$ cat config.mk
export PLATFORM = sky130hd
export DESIGN_NAME = gpio_irq_banks
export DESIGN_NICKNAME = d
export VERILOG_FILES = /design/src/rtl/gpio_bank_pkg.sv /design/src/rtl/gpio_sync.sv /design/src/rtl/gpio_irq_detect.sv /design/src/rtl/gpio_bank.sv /design/src/rtl/gpio_irq_banks.sv
export SDC_FILE = /design/constraint.sdc
export NUM_CORES = 1
export LEC_CHECK = 0
export BUFFER_PORTS_ARGS = -buffer_cell sky130_fd_sc_hd__buf_2
export CORE_UTILIZATION = 32
export CTS_CLUSTER_SIZE = 20
export DETAILED_ROUTE_END_ITERATION = 12
export GPL_TIMING_DRIVEN = 0
export PLACE_DENSITY_LB_ADDON = 0.1
export SYNTH_ARGS = -nofsm -noshare
export SYNTH_HDL_FRONTEND = slang
export SYNTH_SLANG_ARGS = --single-unit
$ cat constraint.sdc
create_clock -name clk -period 6.6 [get_ports clk]
set_input_delay 0.99 -clock clk [delete_from_list [all_inputs] [get_ports clk]]
set_output_delay 0.99 -clock clk [all_outputs]
set_load 0.1 [all_outputs]
$ cat src/rtl/gpio_bank_pkg.sv
`timescale 1ns/1ps
package gpio_bank_pkg;

   // Register select decoded from the byte offset inside one bank.
   typedef enum logic [3:0] {
      SEL_DIN,
      SEL_DOUT,
      SEL_OE,
      SEL_LVL,
      SEL_DUAL,
      SEL_POL,
      SEL_MASK,
      SEL_RAW,
      SEL_MSTAT,
      SEL_CLR,
      SEL_NONE
   } reg_sel_e;

   // Offsets are fixed because software and the bench decode them.
   function automatic reg_sel_e decode_off(input int unsigned off);
      case (off)
         32'h00:  return SEL_DIN;
         32'h04:  return SEL_DOUT;
         32'h08:  return SEL_OE;
         32'h0C:  return SEL_LVL;
         32'h10:  return SEL_DUAL;
         32'h14:  return SEL_POL;
         32'h18:  return SEL_MASK;
         32'h1C:  return SEL_RAW;
         32'h20:  return SEL_MSTAT;
         32'h24:  return SEL_CLR;
         default: return SEL_NONE;
      endcase
   endfunction

endpackage

$ cat src/rtl/gpio_sync.sv
`timescale 1ns/1ps
module gpio_sync #(
   parameter int W      = 32,
   parameter int STAGES = 2
) (
   input  logic         clk,
   input  logic         rst_n,
   input  logic [W-1:0] d,
   output logic [W-1:0] q
);

   initial begin : p_param
      assert (STAGES >= 2) else $error("gpio_sync: STAGES must be at least 2");
   end

   logic [W-1:0] stg [STAGES];

   genvar i;
   generate
      for (i = 0; i < STAGES; i++) begin : g_stage
         if (i == 0) begin : g_first
            always_ff @(posedge clk or negedge rst_n) begin
               if (!rst_n) stg[i] <= '0;
               else        stg[i] <= d;
            end
         end else begin : g_next
            always_ff @(posedge clk or negedge rst_n) begin
               if (!rst_n) stg[i] <= '0;
               else        stg[i] <= stg[i-1];
            end
         end
      end
   endgenerate

   assign q = stg[STAGES-1];

endmodule

$ cat src/rtl/gpio_irq_detect.sv
`timescale 1ns/1ps
module gpio_irq_detect #(
   parameter int W = 32
) (
   input  logic         clk,
   input  logic         rst_n,
   input  logic [W-1:0] s,        // synchronized pin level
   input  logic [W-1:0] lvl_sel,  // 1 = level sensing
   input  logic [W-1:0] dual,     // 1 = both edges
   input  logic [W-1:0] pol,      // 1 = rising / high
   input  logic [W-1:0] clr,      // write-1-to-clear pulse
   output logic [W-1:0] status
);

   logic [W-1:0] prev;
   logic [W-1:0] rise, fall, edge_ev, lvl_ev, ev;

   always_ff @(posedge clk or negedge rst_n) begin
      if (!rst_n) prev <= '0;
      else        prev <= s;
   end

   assign rise    = s & ~prev;
   assign fall    = ~s & prev;
   assign edge_ev = (dual & (rise | fall)) | (~dual & pol & rise) | (~dual & ~pol & fall);
   assign lvl_ev  = ~(s ^ pol);
   assign ev      = (lvl_sel & lvl_ev) | (~lvl_sel & edge_ev);

   // A new event wins over a clear in the same cycle.
   always_ff @(posedge clk or negedge rst_n) begin
      if (!rst_n) status <= '0;
      else        status <= (status & ~clr) | ev;
   end

   AST_EDGE_SETS: assert property (@(posedge clk) disable iff (!rst_n)
      ((~lvl_sel & ~dual & ((pol & rise) | (~pol & fall))) != '0) |=>
      ((status & $past(~lvl_sel & ~dual & ((pol & rise) | (~pol & fall))))
         == $past(~lvl_sel & ~dual & ((pol & rise) | (~pol & fall)))));

   AST_DUAL_SETS: assert property (@(posedge clk) disable iff (!rst_n)
      ((~lvl_sel & dual & (s ^ prev)) != '0) |=>
      ((status & $past(~lvl_sel & dual & (s ^ prev))) == $past(~lvl_sel & dual & (s ^ prev))));

   AST_LEVEL_HOLDS: assert property (@(posedge clk) disable iff (!rst_n)
      ((lvl_sel & ~(s ^ pol)) != '0) |=>
      ((status & $past(lvl_sel & ~(s ^ pol))) == $past(lvl_sel & ~(s ^ pol))));

   AST_CLEAR_ONLY_ONES: assert property (@(posedge clk) disable iff (!rst_n)
      ((~status & $past(status) & ~$past(clr)) == '0));

endmodule

$ cat src/rtl/gpio_bank.sv
`timescale 1ns/1ps
module gpio_bank
   import gpio_bank_pkg::*;
#(
   parameter int W           = 32,
   parameter int OFF_W       = 9,
   parameter int SYNC_STAGES = 2
) (
   input  logic             clk,
   input  logic             rst_n,
   input  logic             sel,
   input  logic             we,
   input  logic [OFF_W-1:0] off,
   input  logic [W-1:0]     wdata,
   output logic [W-1:0]     rdata,
   input  logic [W-1:0]     pin_in,
   output logic [W-1:0]     pin_out,
   output logic [W-1:0]     pin_oe,
   output logic             pend
);

   reg_sel_e     rsel;
   logic         wr_en;
   logic [W-1:0] din, dout, oe, lvl_sel, dual, pol, mask, clr, raw, mstat;

   assign rsel  = decode_off(int'(off));
   assign wr_en = sel & we;

   gpio_sync #(.W(W), .STAGES(SYNC_STAGES)) i_sync (
      .clk   (clk),
      .rst_n (rst_n),
      .d     (pin_in),
      .q     (din)
   );

   // Input data, raw and masked status are not write targets.
   always_ff @(posedge clk or negedge rst_n) begin
      if (!rst_n) begin
         dout    <= '0;
         oe      <= '0;
         lvl_sel <= '0;
         dual    <= '0;
         pol     <= '0;
         mask    <= '0;
      end else if (wr_en) begin
         case (rsel)
            SEL_DOUT: dout    <= wdata;
            SEL_OE:   oe      <= wdata;
            SEL_LVL:  lvl_sel <= wdata;
            SEL_DUAL: dual    <= wdata;
            SEL_POL:  pol     <= wdata;
            SEL_MASK: mask    <= wdata;
            default:  ;
         endcase
      end
   end

   assign clr = (wr_en && rsel == SEL_CLR) ? wdata : '0;

   gpio_irq_detect #(.W(W)) i_detect (
      .clk     (clk),
      .rst_n   (rst_n),
      .s       (din),
      .lvl_sel (lvl_sel),
      .dual    (dual),
      .pol     (pol),
      .clr     (clr),
      .status  (raw)
   );

   assign mstat   = raw & mask;
   assign pend    = |mstat;
   assign pin_oe  = oe;
   assign pin_out = dout & oe;

   always_comb begin
      case (rsel)
         SEL_DIN:   rdata = din;
         SEL_DOUT:  rdata = dout;
         SEL_OE:    rdata = oe;
         SEL_LVL:   rdata = lvl_sel;
         SEL_DUAL:  rdata = dual;
         SEL_POL:   rdata = pol;
         SEL_MASK:  rdata = mask;
         SEL_RAW:   rdata = raw;
         SEL_MSTAT: rdata = mstat;
         default:   rdata = '0;
      endcase
   end

endmodule

$ cat src/rtl/gpio_irq_banks.sv
`timescale 1ns/1ps
module gpio_irq_banks #(
   parameter int NUM_BANKS     = 2,
   parameter int PINS_PER_BANK = 32,
   parameter int BANK_STRIDE   = 512,
   parameter int SYNC_STAGES   = 2,
   parameter int ADDR_W        = 10
) (
   input  logic                               clk,
   input  logic                               rst_n,
   input  logic [ADDR_W-1:0]                  bus_addr,
   input  logic                               bus_we,
   input  logic [PINS_PER_BANK-1:0]           bus_wdata,
   output logic [PINS_PER_BANK-1:0]           bus_rdata,
   input  logic [NUM_BANKS*PINS_PER_BANK-1:0] pin_in,
   output logic [NUM_BANKS*PINS_PER_BANK-1:0] pin_out,
   output logic [NUM_BANKS*PINS_PER_BANK-1:0] pin_oe,
   output logic                               irq_out
);

   localparam int W      = PINS_PER_BANK;
   localparam int OFF_W  = $clog2(BANK_STRIDE);
   localparam int BIDX_W = ADDR_W - OFF_W;

   initial begin : p_param
      assert (NUM_BANKS >= 1) else $error("gpio_irq_banks: NUM_BANKS < 1");
      assert (W == 32) else $error("gpio_irq_banks: PINS_PER_BANK must be 32");
      assert ((1 << OFF_W) == BANK_STRIDE && BANK_STRIDE >= 64)
         else $error("gpio_irq_banks: BANK_STRIDE must be a power of two >= 64");
      assert (BIDX_W >= 1 && NUM_BANKS <= (1 << BIDX_W))
         else $error("gpio_irq_banks: ADDR_W too small for NUM_BANKS");
   end

   logic [BIDX_W-1:0]    bidx;
   logic [OFF_W-1:0]     boff;
   logic [W-1:0]         bank_rd [NUM_BANKS];
   logic [NUM_BANKS-1:0] bank_pend;
   logic                 irq_q;

   assign bidx = bus_addr[ADDR_W-1:OFF_W];
   assign boff = bus_addr[OFF_W-1:0];

   genvar b;
   generate
      for (b = 0; b < NUM_BANKS; b++) begin : g_bank
         gpio_bank #(.W(W), .OFF_W(OFF_W), .SYNC_STAGES(SYNC_STAGES)) i_bank (
            .clk     (clk),
            .rst_n   (rst_n),
            .sel     (bidx == BIDX_W'(b)),
            .we      (bus_we),
            .off     (boff),
            .wdata   (bus_wdata),
            .rdata   (bank_rd[b]),
            .pin_in  (pin_in[b*W +: W]),
            .pin_out (pin_out[b*W +: W]),
            .pin_oe  (pin_oe[b*W +: W]),
            .pend    (bank_pend[b])
         );
      end
   endgenerate

   always_comb begin
      bus_rdata = '0;
      for (int i = 0; i < NUM_BANKS; i++) begin
         if (bidx == BIDX_W'(i)) bus_rdata = bank_rd[i];
      end
   end

   always_ff @(posedge clk or negedge rst_n) begin
      if (!rst_n) irq_q <= 1'b0;
      else        irq_q <= |bank_pend;
   end

   assign irq_out = irq_q;

   AST_IRQ_LATENCY: assert property (@(posedge clk) disable iff (!rst_n)
      irq_out == $past(|bank_pend));

endmodule

## Word-level counts from Yosys, hierarchy flattened

Index checks and enable logic that the tools add are counted.
W data, S select, Z words.

- Bits in registers: 641
- Bits in latches: 0
- Bits in writable memories: 0
- ROM bits: 0
- Input bits: 109
- Memories: 0

- Add/sub/neg operators: 0
- $mul: 0
- Div/mod/pow operators: 0
- Magnitude comparators: 0
- Eq/ne operators: 18
- Shifts and indexed selects: 0
- Muxes and demuxes: 6
- Bitwise operators: 53
- Reductions and logical operators: 17

Operators with widths:

| kind | count |
|---|---|
| $and A32 B32 Y32 | 24 |
| $pmux W32 S9 | 2 |
| $not A32 Y32 | 14 |
| $or A32 B32 Y32 | 10 |
| $mux W32 | 3 |
| $reduce_or A64 Y1 | 1 |
| $xor A32 B32 Y32 | 2 |
| $pmux W4 S10 | 1 |
| $eq A9 B5 Y1 const B | 4 |
| $reduce_and A2 Y1 | 12 |
| $eq A9 B4 Y1 const B | 2 |
| $eq A9 B6 Y1 const B | 2 |
| $eq A4 B3 Y1 const B | 4 |
| $eq A9 B3 Y1 const B | 1 |
| $logic_not A9 Y1 | 1 |
| $eq A4 B2 Y1 const B | 2 |
| $eq A4 B4 Y1 const B | 2 |
| $eq A4 B1 Y1 const B | 1 |
| $logic_not A4 Y1 | 1 |
| $and A1 B1 Y1 | 2 |
| $logic_and A1 B1 Y1 | 2 |
| $not A1 Y1 | 1 |

## Logic depth before layout (Yosys ltp)

Gate-level depths: netlist of run 1.

- Word-level depth: 9
- Depth in mapped cells: 8
- Gate-level depth less buffers: 6

## By module

Synthesis of run 1 repeated with hierarchy kept, for this count alone.

- Cell total of the unflattened synthesis: 2,774
- Area total of the unflattened synthesis: 33,473.4 um^2

By module, submodules not included:

| module | instances | cells each | area each (um^2) | sequential area each (um^2) |
|---|---|---|---|---|
| gpio_bank (g_bank[1].i_bank) | 1 | 837 | 10,547.6 | 4,804.6 |
| gpio_bank (g_bank[0].i_bank) | 1 | 874 | 10,498.8 | 4,804.6 |
| gpio_irq_detect | 2 | 416 | 4,083.9 | 1,601.5 |
| gpio_sync | 2 | 96 | 1,841.8 | 1,601.5 |
| gpio_irq_banks | 1 | 39 | 575.6 | 25.0 |

## Worst setup path after synthesis of run 1

Ideal clock, no wire load.

- Path type: input to output
- Start: input bus_addr[1]
- End: output bus_rdata[27]
- Arrival time: 4,691 ps
- Data required time: 5,610 ps
- Path slack: 919 ps
- Stages on the path: 8
- Buffers on the path: 3
- Cell sequence: or3_1 > or3_1 > clkbuf_1 > buf_2 > buf_2 > o221ai_1 > a21oi_1 > a211oi_1

- Longest elaborated chain between the ends: 5
- Elaborated cells on any way between the ends: 23
- Those cells by class: eq/ne (17); mux (4); reduce/logical (2)

RTL lines:

| item | RTL line | text |
|---|---|---|
| from (decl) | gpio_irq_banks.sv:11 | `input logic [ADDR_W-1:0] bus_addr,` |
| $eq A9 B6 Y1, or another cell as far along | gpio_bank_pkg.sv:21 | `case (off)` |
| $pmux W4 S10 * | gpio_bank_pkg.sv:21 |  |
| $eq A4 B4 Y1, or another cell as far along | gpio_bank.sv:77 | `case (rsel)` |
| $pmux W32 S9 | gpio_bank.sv:77 |  |
| $mux W32 * | gpio_irq_banks.sv:65 | `if (bidx == BIDX_W'(i)) bus_rdata = bank_rd[i];` |
| to (decl) | gpio_irq_banks.sv:14 | `output logic [PINS_PER_BANK-1:0] bus_rdata,` |

Mark *: on every way between the ends. The rest lies on a longest branch, timed or not.

## Worst setup path in the final report of run 1

- Start: input bus_addr[1]
- End: output bus_rdata[21]

The elaborated chain is that of the path after synthesis.

==> impl_metrics.env, run 1 <==
export IMPL_status="finished, violations left"
export IMPL_violations="capacitance limit, slew limit"
export IMPL_die_area_um2=98800
export IMPL_fin_area_um2=37100
export IMPL_hold_viol=0
export IMPL_critPathSlowestCell="clkbuf_1"
export IMPL_antenna_left=0
export IMPL_p_comb_share_pct=7.2
export IMPL_critPathMaxStageDelay_ps=1040
export IMPL_drive_gt1_share_pct=26.4
export IMPL_grt_usage_pct=24.5
export IMPL_root_buffer="clkbuf_16"
export IMPL_crit_fanout=10
export IMPL_r2r_start="g_bank[0].i_bank.mask[9]"
export IMPL_vias=23600
export IMPL_internal_power_uw=6970
export IMPL_peakVddDrop_mv=0.181
export IMPL_initial_core_util_pct=32.3
export IMPL_synth_main_ff_cell="dfrtp_1"
export IMPL_max_slew_margin_pct=-0.530
export IMPL_worstPathCellList="buf_2, nor3_1, nand2_1, nor2_1, clkbuf_1, a21oi_1, a211oi_1, buf_2"
export IMPL_synth_seq_cells=641
export IMPL_dpl_hpwl_um=83100
export IMPL_drc=0
export IMPL_rrSetupSlack_ps=3840
export IMPL_antenna_found_initial=21
export IMPL_start_kind="input port"
export IMPL_syn_nets=2800
export IMPL_finalSetupViolations=0
export IMPL_port_buffers=268
export IMPL_postCtsSetupBuffers=0
export IMPL_clkSinkCount=641
export IMPL_crit_path_frequent_cell="buf_2"
export IMPL_grt_pass1_vias=24100
export IMPL_grt_first_pass_wirelength_um=174000
export IMPL_synth_cells=2563
export IMPL_cts_resized=0
export IMPL_dr_pass1_iters=6
export IMPL_p_total_uw=9340
export IMPL_synth_edf_count=0
export IMPL_ys_types=48
export IMPL_end_kind="output port"
export IMPL_worst_pin_slew_ps=1510
export IMPL_fp_row_count=114
export IMPL_p_clk_share_pct=48.6
export IMPL_crit_type="in2out"
export IMPL_p_sw_share_pct=25.4
export IMPL_switchingPower_uw=2370
export IMPL_dr_first_iter_drc_count=2052
export IMPL_cts_buffer_depth=3
export IMPL_power_frac_seq_pct=44.2
export IMPL_fmax_ghz=0.165
export IMPL_syn_area_um2=31200
export IMPL_drt_wl_total_um=121000
export IMPL_wl_per_cell_um=28.4
export IMPL_htree_levels=3
export IMPL_fin_crit_sh_pct=91.9
export IMPL_utilization_pct=38.3
export IMPL_crit_path_start="bus_addr[1]"
export IMPL_dieWidth_um=314
export IMPL_placed_area_um2=34300
export IMPL_synthToLayoutAreaGrowth_pct=18.7
export IMPL_clk_latency_ps=650
export IMPL_grt_ovfl_total=0
export IMPL_via_per_inst=5.54
export IMPL_postCtsHoldBufs=0
export IMPL_cts_tree="yes"
export IMPL_critPathCapture="bus_rdata[21]"
export IMPL_dieHeight_um=314
export IMPL_grt_max_degree=116
export IMPL_cts_buffers=78
export IMPL_finalClockSkew_ps=27.4
export IMPL_drv_cap=1
export IMPL_path_clk_slew_ps=60
export IMPL_syn_avg_cell_area_um2=12.2
export IMPL_gp_congestion=0.893
export IMPL_ys_warn_count=0
export IMPL_core_area_um2=96700
export IMPL_critPathArrivalTime_ps=5070
export IMPL_p_per_area_nw_per_um2=252
export IMPL_finalMaxSlewViolations=11
export IMPL_r2r_cells=5
export IMPL_io_pins=270
export IMPL_cp_data_required_time_ps=5610
export IMPL_yosysSeqAreaShare_pct=51.4
export IMPL_fin_crit_ps=6060
export IMPL_hold_path_class="in2async"
export IMPL_synthArstFlopShare_pct=100
export IMPL_leakage_uw=0.0173
export IMPL_setup_tns_ps=0
export IMPL_reg2reg_to="irq_out"
export IMPL_grt_setup_unrepaired="false"
export IMPL_nNetsFinal=3154
layer usage:
layer	track usage (%)	part of all wire, %
met5	0	0.097
met4	9.70	3.9
met3	5.08	7.1
met2	38.6	46
met1	33.0	43
registers in the layout, summed over array words and instances (netlist names):
register                       count
g_bank.i_bank.pol                 64
g_bank.i_bank.i_sync.stg          64
g_bank.i_bank.pin_oe              64
irq_out                            1
g_bank.i_bank.i_detect.prev       64
g_bank.i_bank.dout                64
g_bank.i_bank.i_sync.q            64
g_bank.i_bank.lvl_sel             64
g_bank.i_bank.i_detect.status     64
g_bank.i_bank.mask                64
g_bank.i_bank.dual                64
power groups by stage:
stage	Combinational (uW)	Clock [uW]	Sequential (uW)
finish	673	4540	4120
detailed placement	675	0	4190
CTS	678	4650	4120
global route	734	4820	4130
floorplan	303	0	4220
global placement	651	0	4190
cell usage after synthesis (6+ instances only):
cell type	count	share of area (%)
a2111oi_0	26	0.73
a211oi_1	155	3.7
a21oi_1	39	0.63
a221o_1	64	2.1
a22oi_1	67	1.6
a32oi_1	57	1.6
and2_1	66	1.3
buf_1	14	0.17
buf_2	45	0.72
clkbuf_1	102	1.2
dfrtp_1	641	51
ha_1	128	5.1
inv_1	129	1.6
mux2_1	61	2.2
mux2_2	326	12
mux2i_1	142	4.6
nand2_1	94	1.1
nand3_1	11	0.18
nand4_1	6	0.12
nor2_1	68	0.82
nor2b_1	68	1.4
nor3_1	19	0.30
o21ai_0	49	0.79
o221ai_1	29	0.81
o22ai_1	38	0.76
o2bb2ai_1	7	0.20
xnor2_1	64	1.8
how the worst min path moves through the flow:
| stage | endpoint | slack (ps) | cells past startpoint |
|---|---|---|---|
| after floorplan | g_bank[0].i_bank.i_sync.q[0] | 330 | 0 |
| after global placement | g_bank[0].i_bank.i_sync.q[27] | 330 | 0 |
| after detailed placement | g_bank[1].i_bank.i_sync.q[6] | 330 | 0 |
| after CTS | g_bank[1].i_bank.dout[21] | 220 | 1 |
| after global routing | g_bank[1].i_bank.dout[21] | 250 | 1 |
| final | g_bank[1].i_bank.dout[21] | 240 | 1 |
cell usage in the layout (no fill, tap or decap), types with 66 or more instances in the layout:
cell,count
a211oi_1,155
a22oi_1,67
and2_1,66
buf_2,312
clkbuf_1,113
clkbuf_16,82
dfrtp_1,641
ha_1,128
inv_1,129
mux2_2,326
mux2i_1,142
nand2_1,94
nor2_1,68
nor2b_1,68
through the flow:
stage          hold WS, ps  instances  worst slack (ps)
3_5_place_dp           335       4113               726
4_1_cts                217       4257               728
2_1_floorplan          331       2563               919
5_1_grt                253       4257               568
3_3_place_gp           333       4107             -9680
6_report               239       4263               537
critical path: cells and delay by family:
| family | cells | cell delay (ps) |
|---|---|---|
| AO/OA/AOI/OAI | 2 | 740 |
| buffers and inverters | 3 | 1710 |
| AND/OR/NAND/NOR | 3 | 1610 |
cell type report:
type	count	area, um2
diodes	6	15.0
clock inverters	30	330
repair buffers	274	1520
clock buffers	114	2380
multi-input cells	1632	14000
well taps	1276	1600
inverters	129	484
flip-flops and latches	641	16000
fillers	9421	59700
plain buffers	161	661
logic make-up after synthesis:
group	Yosys count	share of synthesized area, %
AO/OA/AOI/OAI	553	13.5
XOR/XNOR	64	1.80
adder cells (fa/ha/maj)	128	5.13
buffers and inverters	290	3.67
flip-flops	641	51.4
multiplexers	529	18.5
AND/OR/NAND/NOR	358	5.97
Note: power is estimated with default switching activity, not from simulation.
==> run 2, diff against run 1 <==
--- a/config.mk
+++ b/config.mk
@@ -7,6 +7,7 @@
 export LEC_CHECK = 0
 export BUFFER_PORTS_ARGS = -buffer_cell sky130_fd_sc_hd__buf_2
 export CORE_UTILIZATION = 32
+export CTS_BUF_LIST = sky130_fd_sc_hd__clkbuf_4
 export CTS_CLUSTER_SIZE = 20
 export DETAILED_ROUTE_END_ITERATION = 12
 export GPL_TIMING_DRIVEN = 0
==> run 2 against run 1 <==
Compared with the run above: die area stayed put; clock power is 14% lower; the run still ends with capacitance limit, slew limit left; utilization is 0.36 points higher; register-to-register slack worse by 30 ps; clock-buffer cell count is 162 higher; design area is 0.95% higher.
==> impl_metrics.env, run 2 (synthesis gave the netlist of run 1 again) <==
export IMPL_status="finished, violations left"
export IMPL_violations="capacitance limit, slew limit"
export IMPL_fp_row_count=114
export IMPL_critPathSlowestCell="clkbuf_1"
export IMPL_antenna_found_initial=23
export IMPL_drc=0
export IMPL_dieWidth_um=314
export IMPL_via_per_inst=5.43
export IMPL_reg2reg_to="irq_out"
export IMPL_postCtsSetupBuffers=0
export IMPL_port_buffers=268
export IMPL_r2r_start="g_bank[0].i_bank.i_detect.status[9]"
export IMPL_htree_levels=4
export IMPL_initial_core_util_pct=32.3
export IMPL_crit_path_frequent_cell="buf_2"
export IMPL_cts_buffer_depth=3
export IMPL_layout_commonest_cell="dfrtp_1"
export IMPL_nNetsFinal=3327
export IMPL_critPathCapture="bus_rdata[21]"
export IMPL_fin_area_um2=37400
export IMPL_antenna_left=0
export IMPL_nFillCells=9562
export IMPL_cts_buffers=186
export IMPL_crit_type="in2out"
export IMPL_hold_path_class="in2reg"
export IMPL_grt_setup_unrepaired="false"
export IMPL_grt_pass1_vias=25100
export IMPL_start_kind="input port"
export IMPL_end_kind="output port"
export IMPL_gp_congestion=0.893
export IMPL_critPathArrivalTime_ps=4980
export IMPL_core_area_um2=96700
export IMPL_wl_per_cell_um=27.1
export IMPL_cts_tree="yes"
export IMPL_rrSetupSlack_ps=3810
export IMPL_cts_resized=0
export IMPL_peakVddDrop_mv=0.149
export IMPL_p_per_area_nw_per_um2=233
export IMPL_finalClockSkew_ps=75.5
export IMPL_grt_usage_pct=24.9
export IMPL_clkSinkCount=641
export IMPL_dpl_hpwl_um=83100
export IMPL_grt_ovfl_total=0
export IMPL_fin_crit_ps=5970
export IMPL_root_buffer="clkbuf_4"
export IMPL_r2r_cells=5
export IMPL_max_slew_margin_pct=-0.355
export IMPL_fin_crit_sh_pct=90.4
export IMPL_postCtsHoldBufs=65
export IMPL_cp_data_required_time_ps=5610
export IMPL_finalMaxSlewViolations=10
export IMPL_drv_cap=2
export IMPL_hold_viol=0
export IMPL_dieHeight_um=314
export IMPL_finalSetupViolations=0
export IMPL_regArea_um2=16000
export IMPL_dr_first_iter_drc_count=2095
export IMPL_placed_area_um2=34300
export IMPL_clk_latency_ps=1110
export IMPL_drive_gt1_share_pct=29.3
export IMPL_worstPathCellList="buf_2, nor3_1, nand2_1, nor2_1, clkbuf_1, a21oi_1, a211oi_1, buf_2"
export IMPL_crit_path_start="bus_addr[1]"
export IMPL_io_pins=270
export IMPL_vias=24500
export IMPL_dr_pass1_iters=5
export IMPL_utilization_pct=38.7
export IMPL_grt_first_pass_wirelength_um=177000
export IMPL_die_area_um2=98800
export IMPL_layout_common_cells="dfrtp_1 (641), mux2_2 (326), buf_2 (312)"
export IMPL_critPathTopFamily="buffers and inverters"
export IMPL_drt_wl_total_um=122000
export IMPL_p_total_uw=8720
export IMPL_crit_fanout=10
export IMPL_critPathMaxStageDelay_ps=1010
export IMPL_crit_buf_inv=3
export IMPL_multi_input_area_um2=14000
export IMPL_synthToLayoutAreaGrowth_pct=19.9
export IMPL_cp_num_cells=8
export IMPL_worst_pin_slew_ps=1510
export IMPL_fmax_ghz=0.168
export IMPL_grt_max_degree=116
export IMPL_leakage_uw=0.0177
export IMPL_path_clk_slew_ps=70
-- run 2: cell types whose count changed in the layout (fill, tap and decap cells not counted), moves of 3 or more --
cell	previous run	this run
clkinv_4	0	6
clkinv_1	0	35
clkinv_2	17	2
dlygate4sd3_1	0	65
clkbuf_1	113	102
clkbuf_8	21	0
inv_6	3	0
clkbuf_16	82	0
clkbuf_4	0	276
-- run 2: through the flow --
step	setup TNS [ps]	cells	worst slack [ps]	hold WS, ps
after floorplan	0	2563	919	331
after global placement	-6113270	4107	-9680	333
after detailed placement	0	4113	726	335
after CTS	0	4505	718	57.6
after global routing	0	4509	575	113
final	0	4513	635	194
-- run 2: worst min path at each step --
stage                               startpoint  slack, ps                             to  cells past startpoint
6_report                         bus_wdata[31]        190   g_bank[1].i_bank.lvl_sel[31]                      2
5_1_grt                          bus_wdata[31]        110   g_bank[1].i_bank.lvl_sel[31]                      2
4_1_cts                          bus_wdata[13]         60      g_bank[1].i_bank.dual[13]                      2
3_5_place_dp   g_bank[1].i_bank.i_sync.stg[38]        330   g_bank[1].i_bank.i_sync.q[6]                      0
3_3_place_gp   g_bank[0].i_bank.i_sync.stg[59]        330  g_bank[0].i_bank.i_sync.q[27]                      0
2_1_floorplan  g_bank[0].i_bank.i_sync.stg[32]        330   g_bank[0].i_bank.i_sync.q[0]                      0
-- run 2: area by class of cell --
class | count | share of cell area, %
diodes | 8 | 0.0535
plain buffers | 161 | 1.77
clock buffers | 276 | 5.54
clock inverters | 51 | 0.900
inverters | 129 | 1.29
multi-input cells | 1632 | 37.5
flip-flops and latches | 641 | 42.9
well taps | 1276 | 4.27
repair buffers | 339 | 5.79
-- run 2: where the power goes --
group / internal [uW] / switching [uW] / leakage (uW)
clock network: 2060 / 1830 / 0.00142
logic: 228 / 477 / 0.00807
registers: 4020 / 98.8 / 0.00816
total: 6310 / 2410 / 0.0177
-- run 2: per-layer routing --
layer	global-route usage, %	wire (um)	vias up
li1	-	-	10700
met1	32.9	52400	12500
met2	38.5	56100	1009
met3	6.17	8910	293
met4	11.4	5030	18
met5	0	105	-
==> run 3, diff against run 2 <==
--- a/config.mk
+++ b/config.mk
@@ -5,11 +5,11 @@
 export SDC_FILE = /design/constraint.sdc
 export NUM_CORES = 1
 export LEC_CHECK = 0
-export BUFFER_PORTS_ARGS = -buffer_cell sky130_fd_sc_hd__buf_2
 export CORE_UTILIZATION = 32
 export CTS_BUF_LIST = sky130_fd_sc_hd__clkbuf_4
 export CTS_CLUSTER_SIZE = 20
 export DETAILED_ROUTE_END_ITERATION = 12
+export DONT_BUFFER_PORTS = 1
 export GPL_TIMING_DRIVEN = 0
 export PLACE_DENSITY_LB_ADDON = 0.1
 export SYNTH_ARGS = -nofsm -noshare
==> run 3 against run 2 <==
Compared with the run above: the run ends with hold timing left; critical path depth decreased by 2; global-route usage barely moved; routed wire length rose by 1.1%; cell count is 5.5% lower; design area shrank 2.4%; first-iteration DRC count rose by 0.29%; sequential share of layout area up 1.1 points; register-to-register slack better by 250 ps; sequential cell count is the same; clock power decreased by 5.9%; worst hold slack worse by 240 ps; utilization decreased by 0.94 points; critical path type unchanged.
==> impl_metrics.env, run 3 (synthesis gave the netlist of run 1 again) <==
export IMPL_layout_commonest_cell="dfrtp_1"
export IMPL_die_area_um2=98800
export IMPL_drive_gt1_share_pct=23.5
export IMPL_grt_first_pass_wirelength_um=175000
export IMPL_antenna_found_initial=6
export IMPL_grt_max_degree=642
export IMPL_placedCellCount=3841
export IMPL_clk_latency_ps=1110
export IMPL_crit_buf_inv=1
export IMPL_wl_per_cell_um=29.0
export IMPL_htree_levels=4
export IMPL_status="finished, violations left"
export IMPL_cts_buffers=189
export IMPL_grt_usage_pct=25.0
export IMPL_critPathMaxStageDelay_ps=1070
export IMPL_cts_resized=0
export IMPL_gp_congestion=0.893
export IMPL_cts_buffer_depth=3
export IMPL_utilization_pct=37.7
export IMPL_drt_wl_total_um=124000
export IMPL_start_kind="input port"
export IMPL_dr_pass1_iters=6
export IMPL_core_area_um2=96700
export IMPL_nNetsFinal=3096
export IMPL_hold_viol=19
export IMPL_fmax_ghz=0.173
export IMPL_finalSetupViolations=0
export IMPL_violations="hold timing"
export IMPL_crit_type="in2out"
export IMPL_end_kind="output port"
export IMPL_dieWidth_um=314
export IMPL_finalClockSkew_ps=49.5
export IMPL_peakVddDrop_mv=0.145
export IMPL_nFillCells=9655
export IMPL_dr_first_iter_drc_count=2101
export IMPL_layout_common_cells="dfrtp_1 (641), mux2_2 (326), clkbuf_4 (259)"
export IMPL_fin_area_um2=36500
export IMPL_max_slew_margin_pct=0.892
export IMPL_rrSetupSlack_ps=4060
export IMPL_grt_pass1_vias=24400
export IMPL_clkSinkCount=641
export IMPL_critPathArrivalTime_ps=4800
export IMPL_p_per_area_nw_per_um2=232
export IMPL_grt_setup_unrepaired="false"
export IMPL_placed_area_um2=33200
export IMPL_grt_ovfl_total=0
export IMPL_via_per_inst=5.56
export IMPL_setup_tns_ps=0
export IMPL_crit_fanout=10
export IMPL_root_buffer="clkbuf_4"
export IMPL_fp_row_count=114
export IMPL_worst_pin_slew_ps=1490
export IMPL_initial_core_util_pct=32.3
export IMPL_dpl_hpwl_um=81700
export IMPL_dieHeight_um=314
export IMPL_io_pins=270
export IMPL_instances_no_fill=4264
export IMPL_hold_ws_ps=-48.2
export IMPL_antenna_left=0
export IMPL_drv_cap=0
export IMPL_fin_crit_ps=5790
export IMPL_critPathTopFamily="simple AND/OR/NAND/NOR gates"
export IMPL_critPathSlowestCell="a211oi_4"
export IMPL_postCtsSetupBuffers=0
export IMPL_synthToLayoutAreaGrowth_pct=16.9
export IMPL_port_buffers=0
export IMPL_fin_crit_sh_pct=87.7
export IMPL_worstPathCellList="nor3_1, nand2_1, nor2_1, clkbuf_1, a21oi_1, a211oi_4"
export IMPL_vias=23700
export IMPL_hold_path_class="in2async"
export IMPL_path_clk_slew_ps=70
export IMPL_cts_tree="yes"
export IMPL_finalMaxSlewViolations=0
export IMPL_postCtsHoldBufs=97
export IMPL_cp_data_required_time_ps=5610
export IMPL_drc=0
export IMPL_leakage_uw=0.0164
## run 3: worst paths after layout
| kind | to | start | depth (start not counted) |
|---|---|---|---|
| worst max register to register | irq_out | g_bank[0].i_bank.i_detect.status[9] | 5 |
| worst min register to register | g_bank[0].i_bank.i_sync.q[26] | g_bank[0].i_bank.i_sync.stg[58] | 0 |
| worst min-delay path | g_bank[0].i_bank.lvl_sel[22] | rst_n | 1 |
| min in group clk | g_bank[1].i_bank.i_detect.status[3] | bus_wdata[3] | 2 |
| max in group asynchronous | g_bank[1].i_bank.pin_oe[7] | rst_n | 4 |
| worst max-delay path | bus_rdata[21] | bus_addr[1] | 6 |
## run 3: layer usage
metal | global-route usage, % | up-vias | wire length (um)
met5 | 0 | - | 0
li1 | - | 10200 | -
met2 | 39.0 | 983 | 57100
met4 | 10.7 | 0 | 4540
met1 | 32.5 | 12300 | 52400
met3 | 6.69 | 261 | 9810
## run 3: per-stage QoR
stage / setup WS, ps / power, uW
final: 812 / 8460
after global routing: 740 / 8860
after CTS: 793 / 8510
after detailed placement: 813 / 4730
after global placement: -644 / 4700
after floorplan: 919 / 4520
## run 3: layout make-up
| type | count | area, um2 | share of cell area, % |
|---|---|---|---|
| Tap cell | 1276 | 1600 | 4.37 |
| Timing Repair Buffer | 105 | 1140 | 3.12 |
| Inverter | 129 | 484 | 1.33 |
| Clock buffer | 259 | 1940 | 5.33 |
| Sequential cell | 641 | 16000 | 44.0 |
| Buffer | 161 | 663 | 1.82 |
| Antenna cell | 6 | 15.0 | 0.0411 |
| Clock inverter | 55 | 258 | 0.706 |
| Multi-Input combinational cell | 1632 | 14400 | 39.3 |
## run 3: power by group
group          switching, uW  total [uW]  leakage [uW]  internal (uW)
clock network           1830        3660       0.00132           1830
logic                    403         615       0.00691            212
registers                165        4190       0.00816           4020
